--- src/rtl/rrm_pkg.sv ---
package rrm_pkg;
  typedef enum logic [1:0] {
    VERD_NONE = 2'd0,
    VERD_PASS = 2'd1,
    VERD_FAIL = 2'd2
  } verdict_e;
endpackage

--- src/rtl/rrm_counter.sv ---
module rrm_counter #(
  parameter int W = 4
) (
  input  logic         clk_i,
  input  logic         rst_ni,
  input  logic         inc_i,
  output logic [W-1:0] cnt_o
);
  always_ff @(posedge clk_i or negedge rst_ni) begin
    if (!rst_ni)    cnt_o <= '0;
    else if (inc_i) cnt_o <= cnt_o + 1'b1;
  end
endmodule

--- src/rtl/rrm_ts_fifo.sv ---
module rrm_ts_fifo #(
  parameter int DEPTH = 4,
  parameter int W     = 4,
  localparam int AW   = $clog2(DEPTH)
) (
  input  logic          clk_i,
  input  logic          we_i,
  input  logic [AW-1:0] waddr_i,
  input  logic [W-1:0]  wdata_i,
  input  logic [AW-1:0] raddr_i,
  output logic [W-1:0]  rdata_o
);
  logic [W-1:0] mem_q [DEPTH];

  always_ff @(posedge clk_i) begin
    if (we_i) mem_q[waddr_i] <= wdata_i;
  end

  assign rdata_o = mem_q[raddr_i];
endmodule

--- src/rtl/rrm_judge.sv ---
module rrm_judge
  import rrm_pkg::*;
#(
  parameter int MIN_LAT = 1,
  parameter int MAX_LAT = 5,
  parameter int TS_W    = 4
) (
  input  logic            head_vld_i,
  input  logic            rsp_i,
  input  logic [TS_W-1:0] age_i,
  output verdict_e        verdict_o
);
  always_comb begin
    verdict_o = VERD_NONE;
    if (head_vld_i) begin
      if (rsp_i)
        verdict_o = (age_i >= TS_W'(MIN_LAT)) ? VERD_PASS : VERD_FAIL;
      else if (age_i >= TS_W'(MAX_LAT))
        verdict_o = VERD_FAIL;
    end
  end
endmodule

--- src/rtl/reqrsp_order_mon.sv ---
module reqrsp_order_mon
  import rrm_pkg::*;
#(
  parameter int MIN_LAT = 1,
  parameter int MAX_LAT = 5,
  parameter int DEPTH   = 4,
  localparam int AW     = $clog2(DEPTH),
  localparam int CW     = AW + 1,
  localparam int TS_W   = $clog2(MAX_LAT + 1) + 1
) (
  input  logic          clk_i,
  input  logic          rst_ni,
  input  logic          req_i,
  input  logic          rsp_i,
  output logic          pass_o,
  output logic          fail_o,
  output logic          err_o,
  output logic [CW-1:0] outstanding_o
);
  logic [TS_W-1:0] now_q, head_ts, age;
  logic [CW-1:0]   tkt_q, srv_q, cnt;
  logic            head_vld, full, accept, resolve, unexp, ovf;
  verdict_e        verdict;

  rrm_counter #(.W(TS_W)) u_now (
    .clk_i(clk_i), .rst_ni(rst_ni), .inc_i(1'b1), .cnt_o(now_q)
  );

  // ticket: issue order; serving: next request to be resolved
  rrm_counter #(.W(CW)) u_ticket (
    .clk_i(clk_i), .rst_ni(rst_ni), .inc_i(accept), .cnt_o(tkt_q)
  );

  rrm_counter #(.W(CW)) u_serving (
    .clk_i(clk_i), .rst_ni(rst_ni), .inc_i(resolve), .cnt_o(srv_q)
  );

  assign cnt      = tkt_q - srv_q;
  assign head_vld = (cnt != '0);
  assign full     = (cnt == CW'(DEPTH));
  assign accept   = req_i && !full;
  assign ovf      = req_i && full;
  assign unexp    = rsp_i && !head_vld;

  rrm_ts_fifo #(.DEPTH(DEPTH), .W(TS_W)) u_fifo (
    .clk_i  (clk_i),
    .we_i   (accept),
    .waddr_i(tkt_q[AW-1:0]),
    .wdata_i(now_q),
    .raddr_i(srv_q[AW-1:0]),
    .rdata_o(head_ts)
  );

  assign age = now_q - head_ts;

  rrm_judge #(.MIN_LAT(MIN_LAT), .MAX_LAT(MAX_LAT), .TS_W(TS_W)) u_judge (
    .head_vld_i(head_vld),
    .rsp_i     (rsp_i),
    .age_i     (age),
    .verdict_o (verdict)
  );

  assign resolve = (verdict != VERD_NONE);

  always_ff @(posedge clk_i or negedge rst_ni) begin
    if (!rst_ni) begin
      pass_o <= 1'b0;
      fail_o <= 1'b0;
      err_o  <= 1'b0;
    end else begin
      pass_o <= (verdict == VERD_PASS);
      fail_o <= (verdict == VERD_FAIL);
      if ((verdict == VERD_FAIL) || ovf || unexp) err_o <= 1'b1;
    end
  end

  assign outstanding_o = cnt;
endmodule

--- config.mk ---
export PLATFORM = sky130hd
export DESIGN_NAME = reqrsp_order_mon
export DESIGN_NICKNAME = d
export VERILOG_FILES = /design/src/rtl/rrm_pkg.sv /design/src/rtl/rrm_counter.sv /design/src/rtl/rrm_ts_fifo.sv /design/src/rtl/rrm_judge.sv /design/src/rtl/reqrsp_order_mon.sv
export SDC_FILE = /design/constraint.sdc
export NUM_CORES = 1
export LEC_CHECK = 0
export BUFFER_PORTS_ARGS = -buffer_cell sky130_fd_sc_hd__buf_2
export CAP_MARGIN = 25
export CELL_PAD_IN_SITES_DETAIL_PLACEMENT = 1
export CELL_PAD_IN_SITES_GLOBAL_PLACEMENT = 1
export CORE_ASPECT_RATIO = 0.7
export CORE_MARGIN = 8
export CORE_UTILIZATION = 31
export CTS_CLUSTER_DIAMETER = 50
export CTS_CLUSTER_SIZE = 8
export DETAILED_ROUTE_END_ITERATION = 10
export GPL_ROUTABILITY_DRIVEN = 0
export GPL_TIMING_DRIVEN = 0
export PLACE_DENSITY_LB_ADDON = 0.12
export SYNTH_ARGS = -nofsm -noshare
export SYNTH_HDL_FRONTEND = slang
export SYNTH_SLANG_ARGS = --single-unit
--- constraint.sdc ---
create_clock -name clk_i -period 6.8 [get_ports clk_i]
set_input_delay 2.04 -clock clk_i [delete_from_list [all_inputs] [get_ports clk_i]]
set_output_delay 2.04 -clock clk_i [all_outputs]
set_load 0.01 [all_outputs]
==> flow_metrics.tcl, run 1 <==
set metrics [dict create \
    syn_inst 89 \
    cts_resized 0 \
    synth_ff_type "edfxtp_1" \
    relSlewSlack_pct 78.1 \
    clk_latency_ns 0.28 \
    placedInstanceArea_sq_mm 0.00151 \
    die_width_um 96.3 \
    drc 0 \
    coreArea_sq_mm 0.00433 \
    post_cts_buffers 0 \
    final_common_cell "edfxtp_1" \
    ioPinCount 10 \
    root_buffer "clkbuf_8" \
    routed_wl_um 2740 \
    ys_types 26 \
    crit_arrival_ns 2.01 \
    crit_fanout 4 \
    drt_iter0_markers 22 \
    multi_input_area_sq_um 548 \
    ir_drop_v 0.000198 \
    crit_path_end_kind "primary output" \
    rsz0062_at_grt "false" \
    startpoint_type "flop" \
    crit_chain "inv_1 -> ha_1 -> fa_1 -> xnor3_1 -> inv_1 -> buf_2" \
    crit_required_ns 4.76 \
    grt.total_usage_pct 8.91 \
    seqCellArea_sq_um 806 \
    crit_type "reg -> out" \
    yosys_register_bits 29 \
    nFillCells 453 \
    fp.dieH_um 72.2 \
    port_buffers 9 \
    grt_pass1_wl_um 4370 \
    vias 745 \
    fmax_mhz 247 \
    maxSlewViolCount 0 \
    syn_area_sq_mm 0.00140 \
    outcome "finished clean" \
    cts_buffer_depth 2 \
    n_antenna_cell 0 \
    synth_nets 105 \
    drive_gt1_share_pct 21.7 \
    worstHoldPathType "reg -> reg" \
    ant_nets 0 \
    cts_buffers 5 \
    crit_top_cell "inv_1" \
    ys_seq_area_share_pct 57.6 \
    cts_sinks 29 \
    grt_overflow 0 \
    clk_pin_slew_worst_paths_ns 0.07 \
    cts_max_level 2 \
    grt_max_degree 14 \
    tightestPinTransition_ns 0.329 \
    period_share_pct 59.6 \
    final_util_pct 37.5 \
    mostFrequentLayoutCells "edfxtp_1 (16), dfrtp_1 (13), ha_1 (10), inv_1 (9), buf_2 (9)" \
    final_nets 121 \
    p_per_area_mw_per_mm2 523 \
    clock_skew_ns 0.00235 \
    drt-vias-per-instance 4.63 \
    cts_tree "built" \
    hold_viol 0 \
    initial_utilization_pct 32.3 \
    synth_edf_count 16 \
    fin_tns_setup_ns 0 \
    max-cap-violations 0 \
    hpwl_um 2000 \
    row_count 20 \
    grt_pass1_vias 837 \
    syn_to_final_growth_pct 16.0 \
    antenna_found_initial 0 \
    setup_violations 0 \
    p_leak_nw 0.709 \
    yosys_warnings 0 \
    cts_hold_buf 0 \
    drt_pass1_iterations 5 \
    synth-async-reset-ratio_pct 44.8 \
    die-area_sq_mm 0.00695 \
    min_period_ns 4.05 \
    avgSynthCellArea_sq_um 15.7 \
    crit_path_top_delay_cell "xnor3_1" \
    drt-wirelength-per-cell_um 17.0 \
    max_stage_delay_ns 0.42 \
    final_cell_area_sq_mm 0.00162 \
]
power by group:
part | leakage (nW) | internal [mW] | switching (mW)
logic | 0.347 | 0.194 | 0.212
clock network | 0.0518 | 0.108 | 0.0693
registers | 0.310 | 0.238 | 0.0270
total | 0.709 | 0.539 | 0.309
sequential cells by signal, summed over array words and instances (netlist names):
name / count
err_o: 1
pass_o: 1
fail_o: 1
u_ticket.cnt_o: 3
u_now.cnt_o: 4
u_fifo.mem_q: 16
u_serving.cnt_o: 3
worst paths after layout:
check                              startpoint                  to  slack [ns]  depth (start not counted)
hold / removal              u_ticket.cnt_o[2]   u_ticket.cnt_o[2]        0.48                          1
setup reg to reg           u_serving.cnt_o[0]  u_serving.cnt_o[1]        3.90                          9
min in group asynchronous              rst_ni      u_now.cnt_o[2]        1.65                          1
max in group asynchronous              rst_ni      u_now.cnt_o[0]        4.90                          1
hold reg to reg             u_ticket.cnt_o[2]   u_ticket.cnt_o[2]        0.48                          1
setup / recovery            u_ticket.cnt_o[0]    outstanding_o[2]        2.75                          6
kinds of logic (layout without fill, tap and decap cells):
| family | Yosys count | in the layout | synth area share, % |
|---|---|---|---|
| DFF | 29 | 29 | 57.6 |
| and+or+nand+nor | 16 | 16 | 5.99 |
| adders and majority gates | 12 | 12 | 11.8 |
| buffers and inverters | 10 | 27 | 3.22 |
| xor gates and xnor gates | 9 | 9 | 7.69 |
| AOI/OAI and AO/OA | 7 | 7 | 4.65 |
| muxes | 6 | 6 | 9.03 |
Yosys cell counts, types with 2 or more instances:
| cell type | instances | area share [%] |
|---|---|---|
| mux4_1 | 3 | 5.6 |
| xor2_1 | 4 | 2.5 |
| nand2_1 | 3 | 0.80 |
| nand3_1 | 2 | 0.72 |
| and2_1 | 6 | 2.7 |
| inv_1 | 9 | 2.4 |
| fa_1 | 2 | 2.9 |
| o21ai_0 | 2 | 0.72 |
| xnor2_1 | 3 | 1.9 |
| dfrtp_1 | 13 | 23 |
| ha_1 | 10 | 8.9 |
| edfxtp_1 | 16 | 34 |
| nor2_1 | 3 | 0.80 |
metrics by stage:
step                setup WS (ns)  power [mW]  hold slack, ns  std cells
detailed placement           3.04       0.680           0.471        153
floorplan                    3.23       0.572           0.443         89
finish                       2.75       0.848           0.479        161
CTS                          2.74       0.865           0.484        161
global placement             3.06       0.670           0.468        153
global route                 2.64       0.909           0.508        161
area by class of cell:
class,count,share of cell area [%]
well taps,55,4.24
flip-flops and latches,29,49.7
multi-input cells,50,33.8
plain buffers,1,0.694
clock inverters,3,2.54
inverters,9,2.08
clock buffers,5,4.24
repair buffers,9,2.78
metal layers:
layer	vias up	GRT usage, %	wire [um]	share of wire (%)
li1	352	-	-	-
met1	379	11.7	1390	51
met2	10	12.1	1190	43
met3	4	3.20	110	4.0
met4	0	5.52	55	2.0
met5	-	0	0	0
critical path: cells and delay by family (launching register included):
kind / cells / cell delay, ns
xor+xnor: 1 / 0.42
buf+inv: 3 / 0.32
flops: 1 / 0.38
fa+ha+maj: 2 / 0.61
Note: power is estimated with default switching activity, not from simulation.
==> inputs of run 2 (changes only) <==
--- a/config.mk
+++ b/config.mk
@@ -5,6 +5,7 @@
 export SDC_FILE = /design/constraint.sdc
 export NUM_CORES = 1
 export LEC_CHECK = 0
+export ABC_AREA = 1
 export BUFFER_PORTS_ARGS = -buffer_cell sky130_fd_sc_hd__buf_2
 export CAP_MARGIN = 25
 export CELL_PAD_IN_SITES_DETAIL_PLACEMENT = 1
==> constraint.sdc (replaced) <==
create_clock -name clk_i -period 4.04 [get_ports clk_i]
set_input_delay 1.212 -clock clk_i [delete_from_list [all_inputs] [get_ports clk_i]]
set_output_delay 1.212 -clock clk_i [all_outputs]
set_load 0.01 [all_outputs]
==> run 2 against run 1 <==
Clock-buffer cell count unchanged. Clock skew hardly changed. Area after synthesis rose by 4.7%. Worst setup slack worse by 2.0 ns. Sequential share of layout area fell by 2.0 points. Non-clock buffer count is the same. Routed wire length is 13% higher. Total power is 75% higher. Die area rose by 3.7%. Utilization decreased by 1.1 points. Largest power group unchanged. Highest routed layer unchanged.
==> flow_metrics.tcl, run 2 <==
set metrics [dict create \
    outcome "finished clean" \
    relSlewSlack_pct 71.2 \
    drt-vias-per-instance 4.41 \
    grt_pass1_vias 1052 \
    coreArea_sq_mm 0.00465 \
    maxSlewViolCount 0 \
    synth_top_area_share_pct 32.8 \
    largest_register_ffs 16 \
    rsz0062_at_grt "false" \
    fp.dieH_um 73.5 \
    nFillCells 533 \
    clk_pin_slew_worst_paths_ns 0.06 \
    worstHoldPathType "reg -> reg" \
    crit_path_end_kind "primary output" \
    ant_nets 0 \
    max-cap-violations 0 \
    clk_latency_ns 0.28 \
    vias 953 \
    use_met1_pct 13.4 \
    port_buffers 9 \
    drt_iter0_markers 45 \
    setup_slack_ns 0.779 \
    clock_skew_ns 0.00206 \
    cts_hold_buf 0 \
    period_share_pct 80.7 \
    die_width_um 98.1 \
    mostFrequentLayoutCells "nand2_1 (28), inv_1 (24), edfxtp_1 (16), dfrtp_1 (13)" \
    p_leak_nw 0.796 \
    synth_ff_type "edfxtp_1" \
    crit_type "reg -> out" \
    ioPinCount 10 \
    row_count 21 \
    drc 0 \
    min_period_ns 3.26 \
    cts_tree "built" \
    setup_violations 0 \
    syn_to_final_growth_pct 15.5 \
    synth_area_leaders "edfxtp_1 (33%), dfrtp_1 (22%), ha_1 (8.5%)" \
    cts_sinks 29 \
    pre_cts_slack_ns 1.05 \
    drt-wirelength-per-cell_um 14.3 \
    fmax_mhz 307 \
    p_per_area_mw_per_mm2 878 \
    cts_resized 0 \
    grt_overflow 0 \
    grt_max_degree 14 \
    synth-async-reset-ratio_pct 44.8 \
    largestRegisters "u_fifo.mem_q: 16 flops, u_now.cnt_o: 4 flops" \
    crit_arrival_ns 2.05 \
    crit_fanout 4 \
    grt.total_usage_pct 9.76 \
    post_cts_buffers 0 \
    die-area_sq_mm 0.00721 \
    met2_usage_pct 13.7 \
    ys_types 21 \
    fin_tns_setup_ns 0 \
    yosysMostFrequentCell "nand2_1" \
    ys_top_cells_by_count "nand2_1 (28), inv_1 (24), edfxtp_1 (16)" \
    synth_nets 158 \
    ir_drop_v 0.000296 \
    syn_inst 142 \
    ys_seq_area_share_pct 55.0 \
    antenna_found_initial 0 \
    cts_buffer_depth 2 \
    avgSynthCellArea_sq_um 10.3 \
    initial_utilization_pct 31.5 \
    final-instance-count-excl-fill 216 \
    yosysTopAreaCell "edfxtp_1" \
    busiest_layer "met2" \
    root_buffer "clkbuf_8" \
    hold_viol 0 \
    cts_max_level 2 \
    syn_area_sq_mm 0.00146 \
    n_antenna_cell 0 \
    final_common_cell "nand2_1" \
    yosys_register_bits 29 \
    tightestPinTransition_ns 0.430 \
    multi_input_area_sq_um 549 \
    crit_required_ns 2.83 \
    dp.cells 208 \
    startpoint_type "flop" \
    power_mw 1.48 \
    seqCellArea_sq_um 806 \
    grt_pass1_wl_um 5350 \
    grt_use_met3_pct 3.69 \
    drive_gt1_share_pct 17.0 \
    drt_pass1_iterations 4 \
    routed_wl_um 3090 \
    yosys_warnings 0 \
    hpwl_um 2380 \
    cts_buffers 5 \
    synth_edf_count 16 \
    largest-register "u_fifo.mem_q" \
    final_nets 174 \
]
run 2: cell families (layout without fill, tap and decap cells):
| family | Yosys count | in the layout | share of synthesized area (%) |
|---|---|---|---|
| flip-flops | 29 | 29 | 55.0 |
| AND/OR/NAND/NOR | 53 | 53 | 15.8 |
| adder cells (fa/ha/maj) | 12 | 12 | 11.3 |
| XOR/XNOR | 7 | 7 | 5.21 |
| AO/OA/AOI/OAI | 13 | 13 | 5.21 |
| buffers and inverters | 28 | 45 | 7.44 |
run 2: metal layers:
metal  wire length, um  share of wire, %
met5                 0                 0
met4                11              0.36
met3               120               3.9
met2              1290                42
met1              1660                54
run 2: final timing paths:
kind                               startpoint          endpoint  slack, ns  cells after the start
setup / recovery            u_ticket.cnt_o[0]  outstanding_o[2]       0.78                      6
hold / removal                          err_o             err_o       0.57                      4
setup reg to reg           u_serving.cnt_o[0]             err_o       1.52                     15
hold reg to reg                         err_o             err_o       0.57                      4
max in group asynchronous              rst_ni            fail_o       2.96                      1
min in group asynchronous              rst_ni            pass_o       0.83                      1
run 2: worst max-delay path, cell delays in order (launching register included):
cell and delay (ns):
dfrtp_1 0.38, inv_1 0.11, ha_1 0.22, fa_1 0.41, xor2_2 0.21, xor2_2 0.25
buf_2 0.18
run 2: cell type report:
type	instances	share of cell area, %
Sequential cell	29	47.7
Multi-Input combinational cell	85	32.5
Inverter	27	6.00
Tap cell	57	4.22
Clock buffer	5	4.07
Timing Repair Buffer	9	2.66
Clock inverter	3	2.44
Buffer	1	0.444
run 2: power breakdown:
part           switching (mW)  leakage [nW]  internal (mW)  total [mW]
combinational           0.471         0.434          0.268       0.739
sequential             0.0486         0.310          0.399       0.448
clock                   0.115        0.0518          0.181       0.297
total                   0.635         0.796          0.849        1.48
run 2: through the flow:
stage / hold slack (ns) / instance area (sq um) / utilization (%)
3_3_place_gp: 0.536 / 1580 / 34.0
6_report: 0.572 / 1690 / 36.3
3_5_place_dp: 0.578 / 1580 / 34.0
4_1_cts: 0.596 / 1690 / 36.3
5_1_grt: 0.615 / 1690 / 36.3
2_1_floorplan: 0.496 / 1460 / -
